$ cat src/rtl/flseq_pkg.sv
package flseq_pkg;

  typedef enum logic [1:0] {
    OP_ERASE    = 2'd0,
    OP_WRITE    = 2'd1,
    OP_LOCK_SET = 2'd2,
    OP_LOCK_CLR = 2'd3
  } op_e;

  typedef enum logic [2:0] {
    RES_OK   = 3'd0,
    RES_VOLT = 3'd1,
    RES_SEQ  = 3'd2,
    RES_OPER = 3'd3,
    RES_PROT = 3'd4,
    RES_TMO  = 3'd5
  } res_e;

  typedef enum logic [2:0] {
    BUS_IDLE,
    BUS_FIRST,
    BUS_SECOND,
    BUS_POLL,
    BUS_CLEAR,
    BUS_ARRAY
  } bus_e;

  // strobes from control to datapath
  typedef struct packed {
    logic load;
    logic pollClr;
    logic pollInc;
    logic resLatch;
    logic resTimeout;
    bus_e busSel;
  } strobe_t;

  localparam logic [7:0] CODE_ERASE_SETUP  = 8'h20;
  localparam logic [7:0] CODE_CONFIRM      = 8'hD0;
  localparam logic [7:0] CODE_LOCK_SETUP   = 8'h60;
  localparam logic [7:0] CODE_LOCK_SET_OK  = 8'h01;
  localparam logic [7:0] CODE_CLEAR_STATUS = 8'h50;
  localparam logic [7:0] CODE_READ_ARRAY   = 8'hFF;

  // status bit positions, decoded by this block
  localparam int ST_READY = 7;
  localparam int ST_ERASE = 5;
  localparam int ST_WRITE = 4;
  localparam int ST_VOLT  = 3;
  localparam int ST_PROT  = 1;

endpackage

$ cat src/rtl/flseq_decode.sv
module flseq_decode
  import flseq_pkg::*;
(
  input  op_e        op,
  input  logic [7:0] status,
  output res_e       res
);

  logic eraseLike;
  logic opErr;

  assign eraseLike = (op == OP_ERASE) || (op == OP_LOCK_CLR);
  assign opErr     = eraseLike ? status[ST_ERASE] : status[ST_WRITE];

  always_comb begin
    if (status[ST_VOLT])                           res = RES_VOLT;
    else if (status[ST_WRITE] && status[ST_ERASE]) res = RES_SEQ;
    else if (opErr)                                res = RES_OPER;
    else if (status[ST_PROT])                      res = RES_PROT;
    else                                           res = RES_OK;
  end

endmodule

$ cat src/rtl/flseq_dp.sv
module flseq_dp
  import flseq_pkg::*;
#(
  parameter int ADDR_W      = 24,
  parameter int DATA_W      = 16,
  parameter int MAX_POLLS   = 64,
  parameter logic [7:0] WRITE_SETUP = 8'h40
) (
  input  logic              clk,
  input  logic              rstN,
  input  strobe_t           stb,
  input  logic [1:0]        reqOp,
  input  logic [ADDR_W-1:0] reqAddr,
  input  logic [DATA_W-1:0] reqData,
  input  logic [DATA_W-1:0] flDin,
  output logic [ADDR_W-1:0] flAddr,
  output logic [DATA_W-1:0] flDout,
  output logic              flWe,
  output logic              flRe,
  output logic              statReady,
  output logic              statErr,
  output logic              pollLast,
  output logic [2:0]        result
);

  localparam int POLL_W = (MAX_POLLS > 1) ? $clog2(MAX_POLLS) : 1;

  op_e               opQ;
  logic [ADDR_W-1:0] addrQ;
  logic [DATA_W-1:0] dataQ;
  logic [POLL_W-1:0] pollCnt;
  res_e              resQ;
  res_e              decRes;
  logic [7:0]        firstCode;
  logic [7:0]        secondCode;

  always_ff @(posedge clk or negedge rstN) begin
    if (!rstN) begin
      opQ   <= OP_ERASE;
      addrQ <= '0;
      dataQ <= '0;
    end else if (stb.load) begin
      opQ   <= op_e'(reqOp);
      addrQ <= reqAddr;
      dataQ <= reqData;
    end
  end

  always_ff @(posedge clk or negedge rstN) begin
    if (!rstN)            pollCnt <= '0;
    else if (stb.pollClr) pollCnt <= '0;
    else if (stb.pollInc) pollCnt <= pollCnt + 1'b1;
  end

  always_ff @(posedge clk or negedge rstN) begin
    if (!rstN)               resQ <= RES_OK;
    else if (stb.resTimeout) resQ <= RES_TMO;
    else if (stb.resLatch)   resQ <= decRes;
  end

  flseq_decode u_dec (
    .op    (opQ),
    .status(flDin[7:0]),
    .res   (decRes)
  );

  assign statReady = flDin[ST_READY];
  assign statErr   = (decRes != RES_OK);
  assign pollLast  = (pollCnt == POLL_W'(MAX_POLLS - 1));
  assign result    = resQ;
  assign flAddr    = addrQ;

  always_comb begin
    unique case (opQ)
      OP_ERASE: firstCode = CODE_ERASE_SETUP;
      OP_WRITE: firstCode = WRITE_SETUP;
      default:  firstCode = CODE_LOCK_SETUP;
    endcase
    unique case (opQ)
      OP_LOCK_SET: secondCode = CODE_LOCK_SET_OK;
      default:     secondCode = CODE_CONFIRM;
    endcase
  end

  always_comb begin
    flWe   = 1'b0;
    flRe   = 1'b0;
    flDout = '0;
    unique case (stb.busSel)
      BUS_FIRST: begin
        flWe   = 1'b1;
        flDout = DATA_W'(firstCode);
      end
      BUS_SECOND: begin
        flWe   = 1'b1;
        flDout = (opQ == OP_WRITE) ? dataQ : DATA_W'(secondCode);
      end
      BUS_POLL: flRe = 1'b1;
      BUS_CLEAR: begin
        flWe   = 1'b1;
        flDout = DATA_W'(CODE_CLEAR_STATUS);
      end
      BUS_ARRAY: begin
        flWe   = 1'b1;
        flDout = DATA_W'(CODE_READ_ARRAY);
      end
      default: ;
    endcase
  end

endmodule

$ cat src/rtl/flseq_ctrl.sv
module flseq_ctrl
  import flseq_pkg::*;
(
  input  logic    clk,
  input  logic    rstN,
  input  logic    reqValid,
  input  logic    statReady,
  input  logic    statErr,
  input  logic    pollLast,
  output strobe_t stb,
  output logic    busy,
  output logic    done
);

  typedef enum logic [2:0] {
    S_IDLE, S_FIRST, S_SECOND, S_POLL, S_CLEAR, S_ARRAY, S_DONE
  } state_e;

  state_e state, nextState;

  always_ff @(posedge clk or negedge rstN) begin
    if (!rstN) state <= S_IDLE;
    else       state <= nextState;
  end

  always_comb begin
    nextState      = state;
    stb.load       = 1'b0;
    stb.pollClr    = 1'b0;
    stb.pollInc    = 1'b0;
    stb.resLatch   = 1'b0;
    stb.resTimeout = 1'b0;
    stb.busSel     = BUS_IDLE;
    unique case (state)
      S_IDLE: begin
        if (reqValid) begin
          stb.load    = 1'b1;
          stb.pollClr = 1'b1;
          nextState   = S_FIRST;
        end
      end
      S_FIRST: begin
        stb.busSel = BUS_FIRST;
        nextState  = S_SECOND;
      end
      S_SECOND: begin
        stb.busSel = BUS_SECOND;
        nextState  = S_POLL;
      end
      S_POLL: begin
        stb.busSel = BUS_POLL;
        if (statReady) begin
          stb.resLatch = 1'b1;
          nextState    = statErr ? S_CLEAR : S_ARRAY;
        end else if (pollLast) begin
          stb.resTimeout = 1'b1;
          nextState      = S_CLEAR;
        end else begin
          stb.pollInc = 1'b1;
        end
      end
      S_CLEAR: begin
        stb.busSel = BUS_CLEAR;
        nextState  = S_ARRAY;
      end
      S_ARRAY: begin
        stb.busSel = BUS_ARRAY;
        nextState  = S_DONE;
      end
      S_DONE:  nextState = S_IDLE;
      default: nextState = S_IDLE;
    endcase
  end

  assign busy = (state != S_IDLE);
  assign done = (state == S_DONE);

endmodule

$ cat src/rtl/flash_op_seq.sv
module flash_op_seq
  import flseq_pkg::*;
#(
  parameter int ADDR_W    = 24,
  parameter int DATA_W    = 16,
  parameter int MAX_POLLS = 64,
  parameter logic [7:0] WRITE_SETUP = 8'h40
) (
  input  logic              clk,
  input  logic              rstN,
  input  logic              reqValid,
  input  logic [1:0]        reqOp,
  input  logic [ADDR_W-1:0] reqAddr,
  input  logic [DATA_W-1:0] reqData,
  output logic              busy,
  output logic              done,
  output logic [2:0]        result,
  output logic [ADDR_W-1:0] flAddr,
  output logic [DATA_W-1:0] flDout,
  output logic              flWe,
  output logic              flRe,
  input  logic [DATA_W-1:0] flDin
);

  strobe_t stb;
  logic    statReady;
  logic    statErr;
  logic    pollLast;

  flseq_ctrl u_ctrl (
    .clk      (clk),
    .rstN     (rstN),
    .reqValid (reqValid),
    .statReady(statReady),
    .statErr  (statErr),
    .pollLast (pollLast),
    .stb      (stb),
    .busy     (busy),
    .done     (done)
  );

  flseq_dp #(
    .ADDR_W     (ADDR_W),
    .DATA_W     (DATA_W),
    .MAX_POLLS  (MAX_POLLS),
    .WRITE_SETUP(WRITE_SETUP)
  ) u_dp (
    .clk      (clk),
    .rstN     (rstN),
    .stb      (stb),
    .reqOp    (reqOp),
    .reqAddr  (reqAddr),
    .reqData  (reqData),
    .flDin    (flDin),
    .flAddr   (flAddr),
    .flDout   (flDout),
    .flWe     (flWe),
    .flRe     (flRe),
    .statReady(statReady),
    .statErr  (statErr),
    .pollLast (pollLast),
    .result   (result)
  );

endmodule

$ cat config.mk
export PLATFORM = sky130hd
export DESIGN_NAME = flash_op_seq
export DESIGN_NICKNAME = d
export VERILOG_FILES = /design/src/rtl/flseq_pkg.sv /design/src/rtl/flseq_decode.sv /design/src/rtl/flseq_dp.sv /design/src/rtl/flseq_ctrl.sv /design/src/rtl/flash_op_seq.sv
export SDC_FILE = /design/constraint.sdc
export NUM_CORES = 1
export LEC_CHECK = 0
export ABC_CLOCK_PERIOD_IN_PS = 1900
export BUFFER_PORTS_ARGS = -buffer_cell sky130_fd_sc_hd__buf_4
export CAP_MARGIN = 40
export CORE_MARGIN = 2
export CORE_UTILIZATION = 43
export DETAILED_ROUTE_END_ITERATION = 16
export PLACE_DENSITY = 0.76
export SETUP_SLACK_MARGIN = 0.2
export SLEW_MARGIN = 20
export SYNTH_ARGS = -nofsm -noshare
export SYNTH_HDL_FRONTEND = slang
export SYNTH_SLANG_ARGS = --single-unit
$ cat constraint.sdc
create_clock -name clk -period 1.9 [get_ports clk]
set_input_delay 0.38 -clock clk [delete_from_list [all_inputs] [get_ports clk]]
set_output_delay 0.38 -clock clk [all_outputs]
set_load 0.01 [all_outputs]
* Word-level counts from Yosys, hierarchy flattened *
Cells that the tools add are included.

word-level totals
  RAM bits = 0
  input bits = 61
  memories kept = 0
  word-level logic and storage cells = 63
  latch bits = 0
  register bits after elaboration = 54
  memory bits (read-only) = 0
  output and inout bits = 47

cells by class
  $mul = 0
  bitwise gates (word level) = 0
  reductions and logical operators = 10
  divide/modulo/power cells = 0
  order comparisons = 0
  shift operators = 0
  equal/unequal tests = 17
  multiplexer cells = 29
  add/subtract/negate cells = 1

operators by type and width
  operator             count
  $pmux 16 s4          1
  $mux 3               10
  $pmux 3 s6           1
  $mux 16              1
  $eq 3x3->1 const B   5
  $pmux 3 s5           1
  $pmux 7 s2           1
  $eq 3x2->1 const B   4
  $mux 6               2
  $mux 1               9
  $mux 8               1
  $add 6x1->6 const B  1
  $eq 3x1->1 const B   2
  $eq 6x6->1 const B   1
  $reduce_bool 3->1    2
  $eq 2x2->1 const B   2
  $mux 2               2
  $reduce_bool 2->1    2
  $reduce_or 4->1      1
  $logic_not 3->1      1
  $ne 3x3->1 const B   1
  $eq 2x1->1 const B   1
  $logic_not 2->1      1
  $ne 2x2->1 const B   1
  other kinds (3)      3

* Logic depth before layout (Yosys ltp) *
Gate-level depths: netlist of run 1.

  word-level depth = 10
  gate-level depth with buffers = 7

* Modules after synthesis *
From an unflattened synthesis of run 1, not the netlist that was laid out.

unflattened totals
  cells, all modules = 207
  area total of the unflattened synthesis = 2558.7 um^2

by module, submodules not included
  module        cells an instance  area each (um^2)  times used
  flseq_dp      167                2223.4            1
  flseq_ctrl    33                 276.5             1
  flseq_decode  7                  58.8              1

* Worst setup path before layout of run 1 *
No wires, ideal clock.

  kind = register to register
  start point = register u_dp.pollCnt[0]
  end point = register u_dp.pollCnt[5]
  slack = 78 ps
  required time = 1822 ps
  period minus slack after synthesis = 1822 ps
  path buffers = 0
  stages on the path, launching flop included = 6
  data arrival time = 1744 ps
  path through = dfrtp_1 ha_1 and3_4 a311o_1 or4_1 a21oi_1

on the way
  cells in the longest elaborated chain, start to end = 5

RTL lines
  item                                                                 RTL line        RTL
  from (decl)                                                          flseq_dp.sv:31  logic [POLL_W-1:0] pollCnt;
  from (signal assigned)                                               flseq_dp.sv:52  else if (stb.pollInc) pollCnt <= pollCnt + 1'b1;
  parallel branches: the longest is 5 deep, another holds $add 6x1->6  --

Several ways; the timed one is not identified. The select of a mux whose other input is x is not followed.
A chain may end at the register's enable or synchronous reset.

* Final worst setup path of run 1 *
  start point = register u_ctrl.state[2]
  end point = output flDout[13]

on the way
  cells in the longest elaborated chain, start to end = 4

RTL lines
  item                                      RTL line            RTL
  from (decl)                               flseq_ctrl.sv:19    state_e state, nextState;
  from (signal assigned)                    flseq_ctrl.sv:23    else state <= nextState;
  $eq 3x3->1, or another cell as far along  flseq_ctrl.sv:34    unique case (state)
  $pmux 3 s5 (*)                            flseq_ctrl.sv:34
  $eq 3x3->1, or another cell as far along  flseq_dp.sv:89      unique case (stb.busSel)
  $pmux 16 s4 (*)                           flseq_dp.sv:89
  to (decl)                                 flash_op_seq.sv:19  output logic [DATA_W-1:0] flDout,

Every way passes the cells marked *; elsewhere a longest branch is shown, timed or not.

==> key figures, run 1 <==
Critical path
  • Slowest cell on crit path: dfrtp_2
  • Data arrival, critical path: roughly 1500 ps
  • Crit. End Element: primary output
  • Critical path class: register to primary output
  • CP required: 1520 ps
  • Worst setup SP type: register
  • R2R Setup Slk: between 100 and 150 ps
  • CP Max Fanout: 7
  • Worst path cell trace: nor2_4, and3_4, buf_6, and2_4, buf_6
  • CP dominant cell by count: buf_6
  • Max incr delay on CP: roughly 460 ps

Clock network
  • Hold buffer count at CTS: 0
  • Clock latency on the worst-skew pair: approximately 300 ps
  • Clk root buf: clkbuf_8
  • TritonCTS Buffers: 5
  • CTS H-tree depth: 2
  • Sink Count: 54
  • Worst-path clk slew: approximately 90 ps
  • CTS tree: done
  • Deepest clock path buffer count: 2

Cells and area
  • Post-Route Utilization: 66.8%
  • Share of cells above drive strength 1: 39.8%
  • Area growth syn-to-layout: 49.5%
  • Net count, final: 466
  • Non-Filler Instances: about 470
  • # diodes: 0

GRT
  • First-pass GRT wire length: roughly 10 mm
  • Layer with the highest usage: met2
  • Routing usage on met3: around 5.2%
  • Initial antenna violation count: 0
  • Met1 Use GR: roughly a quarter
  • GRT Residual Overflow: 0
  • Grt met2 use: 36.2%
  • Number of global-route vias before repair: between 2000 and 2500
  • Largest net degree at the start of global routing: 55
  • GRT Total Usage: approximately a fifth

Floorplanning
  • Site Rows: 27
  • Starting Density: around 45%
  • DIE AREA: about 6400 sq um
  • Core Box Area: around 5500 sq um
  • Die height: roughly 80 um
  • Die Wd: 79.9 um
  • Top Ports: roughly 110

Timing
  • Slew @ Worst Pin: about 700 ps
  • RSZ-0062 raised after global routing: yes
  • Max_slew headroom: a little over half
  • Clk_skew: 3.62 ps
  • Post-route clock period utilization: 99.0%
  • Final Max Slew Viols: 0
  • Max Clk Rate: about 0.53 GHz
  • Final Hold Vio Count: 0
  • Final setup vio count: 0
  • TNS Setup: 0 ps
  • Period minus WS final: 1880 ps

Synth
  • Seq/Total Area, Yosys: 54.6%
  • Flops & latches, synth: 54
  • Post-Syn Area per Cell: between 8 and 9 sq um
  • Async SR Flop Fraction: 100%
  • Synthesized instance count: between 200 and 300
  • Post-synth top cells: nand2_1, dfrtp_1, o21ai_0, inv_1, and2_1
  • Mapped cell area: 2470 sq um
  • Most common cell in the synthesized netlist: nand2_1
  • Post-synth EDFFs: 0
  • Synth top area share: about 55%
  • Area leader, netlist: dfrtp_1
  • Mapped Nets: about 360
  • Ys flop type: dfrtp_1
  • Synth top area cells: dfrtp_1, nand2_1, and2_1, o21ai_0, ha_1
  • Distinct cell type count after synthesis: 35
  • Syn. warnings: 0

Routing
  • DRT iter0 DRCs: between 100 and 150
  • DRC viols: 0
  • Routed wire length: 6.31 mm
  • Vias/cell: 4.91
  • DR WL/cell: 13.3 um
  • Detailed Routing Iterations Pass 1: 4
  • Antenna viol nets, final: 0
  • Vias: ~2300

Placement
  • Routability cong.: a little over 0.8
  • Dpl cells: around 450
  • I/O Buffers: 96
  • Dpl hpwl: a little over 4 mm

Power
  • Tot Pwr: about 5600 uW
  • Max IR drop VDD: 0.728 mV
  • P_leak: just under 0.002 uW
  • PD cells: 1510 nW/um^2

Run
  • Max-capacitance violation count: 0

Run status
  • Outcome: finished, final reports clean

Hold path
  • Worst hold-check path type: input port to async pin
flip-flops by register name (all words and copies together) (netlist names):
name	count
u_dp.dataQ	16
u_dp.flAddr	24
u_dp.result	3
u_dp.opQ	2
u_dp.pollCnt	6
u_ctrl.state	3
worst paths after layout:
path,from,to,cells past startpoint
setup / recovery,u_ctrl.state[2]$_DFFE_PN0P_,flDout[13],5
hold / removal,rstN,u_dp.flAddr[4]$_DFFE_PN0P_,1
setup reg to reg,u_ctrl.state[2]$_DFFE_PN0P_,u_dp.pollCnt[5]$_DFFE_PN0P_,5
hold reg to reg,u_dp.flAddr[10]$_DFFE_PN0P_,u_dp.flAddr[10]$_DFFE_PN0P_,2
max in group asynchronous,rstN,u_ctrl.state[1]$_DFFE_PN0P_,1
min in group clk,reqAddr[20],u_dp.flAddr[20]$_DFFE_PN0P_,3
layer usage:
layer,up-vias,wire length (um)
li1,1142,-
met5,-,0
met4,0,125
met1,1106,2680
met3,8,338
met2,71,3160
cell families (layout without fill, tap and decap cells):
logic type / count (synthesis) / after routing / synth area share [%]
AND/OR/NAND/NOR: 174 / 174 / 29.7
multiplexers: 3 / 3 / 1.21
adder cells (fa/ha/maj): 4 / 4 / 2.02
buffers and inverters: 24 / 136 / 4.30
flip-flops: 54 / 54 / 54.6
XOR/XNOR: 3 / 3 / 1.06
AO/OA/AOI/OAI: 28 / 28 / 7.13
where the power goes:
part / internal, uW / total [uW] / switching (uW)
clock network: 393 / 758 / 365
logic: 1440 / 2840 / 1400
registers: 1660 / 1990 / 328
total: 3500 / 5590 / 2100
cells in the final DEF, fill, tap and decap left out, types with 2 or more instances in the layout:
| master | netlist | layout |
|---|---|---|
| o21ai_1 | 0 | 6 |
| inv_2 | 0 | 2 |
| ha_2 | 0 | 2 |
| and3_4 | 1 | 2 |
| dfrtp_1 | 54 | 51 |
| mux2i_1 | 3 | 3 |
| nand2_1 | 143 | 137 |
| a21oi_1 | 7 | 6 |
| inv_1 | 10 | 8 |
| nor2_4 | 0 | 2 |
| buf_6 | 1 | 18 |
| xnor2_1 | 3 | 3 |
| dfrtp_2 | 0 | 3 |
| o21ai_0 | 11 | 5 |
| buf_4 | 1 | 97 |
| nor2_1 | 7 | 5 |
| buf_12 | 0 | 2 |
| and2_4 | 0 | 8 |
| nand2_2 | 0 | 5 |
| clkbuf_8 | 0 | 5 |
cell type report:
class                           instances  area [sq um]
Sequential cell                        54          1360
Multi-Input combinational cell        212          1130
Clock buffer                            6          72.6
Clock inverter                          2          37.5
Tap cell                               72          90.1
Inverter                               10          37.5
Fill cell                             462          1840
Timing Repair Buffer                  118           976
critical path, delay by kind of cell (launching register included):
| family | cells | cell delay, ps |
|---|---|---|
| flip-flops | 1 | 460 |
| buffers and inverters | 2 | 230 |
| AND/OR/NAND/NOR | 3 | 500 |
stage by stage:
| stage | setup slack, ps | hold slack (ps) | area (sq um) |
|---|---|---|---|
| 3_3_place_gp | 151 | 449 | 3310 |
| 4_1_cts | 26.8 | 130 | 3580 |
| 6_report | 18.7 | 100 | 3700 |
| 2_1_floorplan | 187 | 84.4 | 2480 |
| 3_5_place_dp | 127 | 454 | 3310 |
| 5_1_grt | -48.7 | 140 | 3700 |
what timing repair did:
action	in CTS	in global routing
setup endpoints to repair	19	23
pin swaps	6	11
setup buffers	10	4
resized for setup	32	27
Power figures use the tool's default switching activity.
==> run 2, diff against run 1 <==
==> constraint.sdc (replaced) <==
create_clock -name clk -period 1.9 [get_ports clk]
set_input_delay 0.38 -clock clk [delete_from_list [all_inputs] [get_ports clk]]
set_output_delay 0.38 -clock clk [all_outputs]
set_load 0.1 [all_outputs]
==> key figures, run 2 (synthesized netlist as in run 1, its figures left out) <==
Run status
  • Outcome: finished with violations
  • Failing checks: setup timing

Routing
  • Antenna viol nets, final: 0 (unchanged)
  • Vias: 2514 (+8.0%)
  • Detailed Routing Iterations Pass 1: 4 (unchanged)
  • Routed wire length: 8.56 mm (+36%)
  • DRT iter0 DRCs: 113 (+7.6%)
  • DRC viols: 0 (unchanged)
  • Vias/cell: 5.13 (+4.5%)
  • DR WL/cell: 17.5 um (+31%)

Timing
  • Max_slew headroom: 54.0% (-0.20 points)
  • Post-route clock period utilization: 108% (+9.0 points)
  • Clk_skew: 8.25 ps (+4.63 ps)
  • TNS Setup: -1910 ps (-1910 ps)
  • RSZ-0062 raised after global routing: yes
  • Final setup margin: -153 ps (-172 ps)
  • Final Max Slew Viols: 0 (unchanged)
  • Final setup vio count: 16 (+16)
  • WHS: 98.6 ps (-1.54 ps)
  • Slew @ Worst Pin: 689 ps (+2.96 ps)
  • Max Clk Rate: 0.487 GHz (-8.4%)
  • Final Hold Vio Count: 0 (unchanged)
  • Period minus WS final: 2050 ps (+172 ps)

Clock network
  • Hold buffer count at CTS: 0 (unchanged)
  • Deepest clock path buffer count: 2 (unchanged)
  • TritonCTS Buffers: 5 (unchanged)
  • CTS tree: done
  • Clk root buf: clkbuf_8
  • Clock latency on the worst-skew pair: 310 ps (about the same)
  • Worst-path clk slew: 100 ps (about the same)
  • CTS H-tree depth: 2 (unchanged)
  • Sink Count: 54 (unchanged)

Critical path
  • Crit. End Element: primary output
  • Data arrival, critical path: 1670 ps (+170 ps)
  • Critical path class: register to primary output
  • Worst setup SP type: register
  • CP Max Fanout: 7 (unchanged)
  • CP required: 1520 ps (about the same)

GRT
  • GRT Total Usage: 21.4% (+0.87 points)
  • Number of global-route vias before repair: 2334 (+3.9%)
  • First-pass GRT wire length: 10.7 mm (+4.8%)
  • GRT Residual Overflow: 0 (unchanged)
  • Initial antenna violation count: 0 (unchanged)
  • Largest net degree at the start of global routing: 55 (unchanged)

Floorplanning
  • Die Wd: 79.9 um (unchanged)
  • Core Box Area: 5540 sq um (unchanged)
  • Site Rows: 27 (unchanged)
  • DIE AREA: 6380 sq um (unchanged)
  • Starting Density: 44.7% (unchanged)
  • Top Ports: 108 (unchanged)
  • Die height: 79.9 um (unchanged)

Cells and area
  • Net count, final: 482 (+3.4%)
  • Most frequent cells in the layout: buf_4, nand2_1, dfrtp_1
  • Share of cells above drive strength 1: 63.9% (+24 points)
  • Most common cell after layout, fill and taps aside: buf_4
  • Area growth syn-to-layout: 92.5%
  • # diodes: 0 (unchanged)
  • Fillers: 254 (-45%)
  • Max FFs per register: 24 (unchanged)

Placement
  • Routability cong.: 0.798 (-3.6%)
  • I/O Buffers: 96 (unchanged)
  • Dpl hpwl: 4.35 mm (+5.5%)
  • Worst slack, placed: -12.3 ps (-139 ps)

Hold path
  • Worst hold-check path type: input port to async pin

Run
  • Max-capacitance violation count: 0 (unchanged)
==> run 2: area by class of cell <==
| cell class | count | area [sq um] | area share [%] |
|---|---|---|---|
| inverters | 10 | 43.8 | 0.919 |
| repair buffers | 134 | 1460 | 30.5 |
| clock buffers | 7 | 96.3 | 2.02 |
| well taps | 72 | 90.1 | 1.89 |
| clock inverters | 1 | 8.76 | 0.184 |
| multi-input cells | 212 | 1710 | 36.0 |
| flip-flops and latches | 54 | 1360 | 28.4 |
==> run 2: through the flow <==
| step | cells | util (%) | cell area [sq um] |
|---|---|---|---|
| floorplan | 290 | - | 2730 |
| global placement | 457 | 64.6 | 3580 |
| detailed placement | 457 | 64.6 | 3580 |
| CTS | 478 | 74.0 | 4100 |
| global route | 490 | 86.0 | 4760 |
| finish | 490 | 86.0 | 4760 |
==> run 2: worst paths after layout <==
path / endpoint / start / cells after the start / slack, ps
max in group asynchronous: u_ctrl.state[2]$_DFFE_PN0P_ / rstN / 1 / 1290
hold reg to reg: u_dp.flAddr[4]$_DFFE_PN0P_ / u_dp.flAddr[4]$_DFFE_PN0P_ / 2 / 490
min in group clk: u_dp.flAddr[16]$_DFFE_PN0P_ / reqAddr[16] / 3 / 250
setup / recovery: flDout[0] / u_dp.opQ[0]$_DFFE_PN0P_ / 5 / -150
setup reg to reg: u_dp.flAddr[2]$_DFFE_PN0P_ / u_ctrl.state[2]$_DFFE_PN0P_ / 9 / 100
hold / removal: u_dp.flAddr[0]$_DFFE_PN0P_ / rstN / 1 / 100
==> run 2: routing by layer <==
| layer | up-vias | part of all wire (%) | track usage (%) |
|---|---|---|---|
| met2 | 100 | 54 | 36.3 |
| met5 | - | 0 | 0 |
| met4 | 0 | 2.9 | 5.25 |
| met3 | 24 | 6.0 | 6.00 |
| li1 | 1177 | - | - |
| met1 | 1213 | 37 | 27.1 |
==> run 2: critical path, stage by stage, from the launching register on <==
cell	delay [ps]
dfrtp_1	440
ha_4	210
buf_4	150
mux2i_4	190
o21ai_4	190
buf_12	190
==> run 2: timing repair <==
action | 4_1_cts | 5_1_grt
resized for setup | 76 | 132
pin swaps | 14 | 20
setup buffers | 13 | 3
gates cloned | 0 | 9
setup endpoints to repair | 21 | 69
hold endpoints to repair | 0 | 0
Power of run 2 is not shown: default switching activity piles up to over one toggle a cycle in this logic, so the estimate is an artifact.
==> run 3, diff against run 2 <==
--- a/config.mk
+++ b/config.mk
@@ -5,6 +5,7 @@
 export SDC_FILE = /design/constraint.sdc
 export NUM_CORES = 1
 export LEC_CHECK = 0
+export ABC_AREA = 1
 export ABC_CLOCK_PERIOD_IN_PS = 1900
 export BUFFER_PORTS_ARGS = -buffer_cell sky130_fd_sc_hd__buf_4
 export CAP_MARGIN = 40
==> key figures, run 3 <==
Routing
  • Routed wire length: 6.50 mm (-24%)
  • DRC viols: 0 (unchanged)
  • DRT iter0 DRCs: 79 (-30%)
  • Vias: 2435 (-3.1%)
  • Detailed Routing Iterations Pass 1: 6 (+2)
  • Antenna viol nets, final: 0 (unchanged)
  • Vias/cell: 4.86 (-5.3%)
  • DR WL/cell: 13.0 um (-26%)

Timing
  • RSZ-0062 raised after global routing: yes
  • Final Hold Vio Count: 0 (unchanged)
  • WHS: 97.5 ps (-1.13 ps)
  • Max_slew headroom: 55.0% (+0.98 points)
  • TNS Setup: -614 ps (+1300 ps)
  • Final setup margin: -160 ps (-6.62 ps)
  • Post-route clock period utilization: 108% (+0.35 points)
  • Final setup vio count: 9 (-7)
  • Max Clk Rate: 0.485 GHz (-0.32%)
  • Clk_skew: 4.31 ps (-3.94 ps)
  • Slew @ Worst Pin: 675 ps (-14.7 ps)
  • Period minus WS final: 2060 ps (+6.62 ps)
  • Final Max Slew Viols: 0 (unchanged)

Clock network
  • CTS tree: done
  • Clk root buf: clkbuf_8
  • Worst-path clk slew: 90 ps (about the same)
  • TritonCTS Buffers: 5 (unchanged)
  • CTS H-tree depth: 2 (unchanged)
  • Deepest clock path buffer count: 2 (unchanged)
  • Clock latency on the worst-skew pair: 310 ps (about the same)
  • Sink Count: 54 (unchanged)

Floorplanning
  • Starting Density: 45.2% (+0.51 points)
  • Core Box Area: 5570 sq um (+0.61%)
  • Die Wd: 80.5 um (+0.84%)
  • Die height: 80.5 um (+0.84%)
  • DIE AREA: 6490 sq um (+1.7%)
  • Top Ports: 108 (unchanged)
  • Site Rows: 27 (unchanged)

Critical path
  • CP required: 1520 ps (about the same)
  • Cells on worst reg2reg path: 7 (-2)
  • Worst setup SP type: register
  • Data arrival, critical path: 1680 ps (about the same)
  • Crit. End Element: primary output
  • Critical path class: register to primary output
  • CP Max Fanout: 4 (-3)

Run status
  • Failing checks: setup timing
  • Outcome: finished with violations

Synth
  • Post-Syn Area per Cell: 7.87 sq um (-7.8%)
  • Mapped cell area: 2520 sq um (+1.8%)
  • Async SR Flop Fraction: 100% (unchanged)
  • Mapped Nets: 385 (+8.5%)
  • Synthesized instance count: 320 (+10%)
  • Post-synth EDFFs: 0 (unchanged)
  • Seq/Total Area, Yosys: 53.7% (-0.95 points)
  • Post-synth top cells: nand2_1, dfrtp_1, nor2_1, inv_1
  • Synth top area share: 53.7% (-0.95 points)
  • Syn. warnings: 0 (unchanged)
  • Most common cell in the synthesized netlist: nand2_1
  • Flops & latches, synth: 54 (unchanged)
  • Ys flop type: dfrtp_1
  • Synth top area cells: dfrtp_1, nand2_1, nor2_1, inv_1, nand3_1
  • Area leader, netlist: dfrtp_1
  • Distinct cell type count after synthesis: 23 (-34%)

Hold path
  • Worst hold-check path type: input port to async pin

Cells and area
  • Max FFs per register: 24 (unchanged)
  • Most common cell after layout, fill and taps aside: nand2_1
  • Most frequent cells in the layout: nand2_1, buf_4, dfrtp_1
  • Fillers: 446 (+76%)
  • Share of cells above drive strength 1: 38.2% (-26 points)
  • Non-Filler Instances: 501 (+2.2%)
  • # diodes: 0 (unchanged)
  • Post-Route Utilization: 70.4% (-16 points)
  • Area growth syn-to-layout: 55.9%
  • Net count, final: 494 (+2.5%)

GRT
  • First-pass GRT wire length: 10.4 mm (-2.5%)
  • GRT Total Usage: 20.6% (-0.77 points)
  • Met1 Use GR: 25.0% (-2.1 points)
  • Initial antenna violation count: 0 (unchanged)
  • Number of global-route vias before repair: 2415 (+3.5%)
  • Largest net degree at the start of global routing: 55 (unchanged)
  • Routing usage on met3: 5.73% (-0.27 points)
  • Layer with the highest usage: met2
  • GRT Residual Overflow: 0 (unchanged)
  • Grt met2 use: 35.3% (-1.1 points)

Placement
  • Dpl hpwl: 4.34 mm (-0.23%)
  • I/O Buffers: 96 (unchanged)
  • Routability cong.: 0.788 (-1.2%)
  • Dpl cells: 485 (+6.1%)

Run
  • Max-capacitance violation count: 0 (unchanged)
-- run 3: kinds of logic after synthesis --
group                      count (synthesis)  synth area share, %
buffers and inverters                     31                 5.61
and+or+nand+nor                          208                 33.3
adders and majority gates                  4                 1.99
xor gates and xnor gates                   3                 1.04
AOI/OAI and AO/OA                         20                 4.37
DFF                                       54                 53.7
-- run 3: what timing repair did --
action / 4_1_cts / 5_1_grt
setup endpoints to repair: 20 / 20
hold buffers: 0 / 0
pin swaps: 2 / 5
buffers inserted: 5 / 4
hold endpoints to repair: 0 / 0
cloned: 0 / 0
gates resized for setup: 70 / 25
-- run 3: critical path, cell delays in order, from the launching register on --
cell and delay [ps]:
dfrtp_1 410, inv_2 80, ha_4 150, inv_4 50, nand2_2 50, inv_2 50
nor2_4 110, o21ai_2 70, o211ai_1 130, buf_6 270
-- run 3: final timing paths --
check / slack [ps] / to / start
max: -160 / flDout[6] / u_dp.opQ[1]$_DFFE_PN0P_
min: 100 / u_dp.result[2]$_DFFE_PN0P_ / rstN
max reg2reg: 370 / u_dp.pollCnt[5]$_DFFE_PN0P_ / u_dp.pollCnt[0]$_DFFE_PN0P_
min reg2reg: 480 / u_dp.dataQ[13]$_DFFE_PN0P_ / u_dp.dataQ[13]$_DFFE_PN0P_
max in group asynchronous: 1310 / u_ctrl.state[2]$_DFFE_PN0P_ / rstN
min in group clk: 260 / u_dp.flAddr[21]$_DFFE_PN0P_ / reqAddr[21]
-- run 3: stage by stage --
| step | setup slack [ps] | area (sq um) |
|---|---|---|
| final | -160 | 3930 |
| after floorplan | -661 | 2630 |
| after global routing | -207 | 3930 |
| after global placement | 114 | 3420 |
| after CTS | -90.3 | 3800 |
| after detailed placement | 71.6 | 3420 |
-- run 3: final cells by class --
class	count	area, sq um	area share [%]
clock buffer	5	68.8	1.75
clock inverter	2	15.0	0.382
inverter	20	80.1	2.04
multi-input combinational	235	1230	31.3
sequential	54	1350	34.5
tap	72	90.1	2.29
timing repair buffer	113	1090	27.8
-- run 3: per-layer routing --
metal	vias to the layer above	part of all wire (%)
met2	84	50
met4	0	2.2
met1	1136	40
li1	1201	-
met3	14	7.5
met5	-	0
Power of run 3 is left out for the same reason.
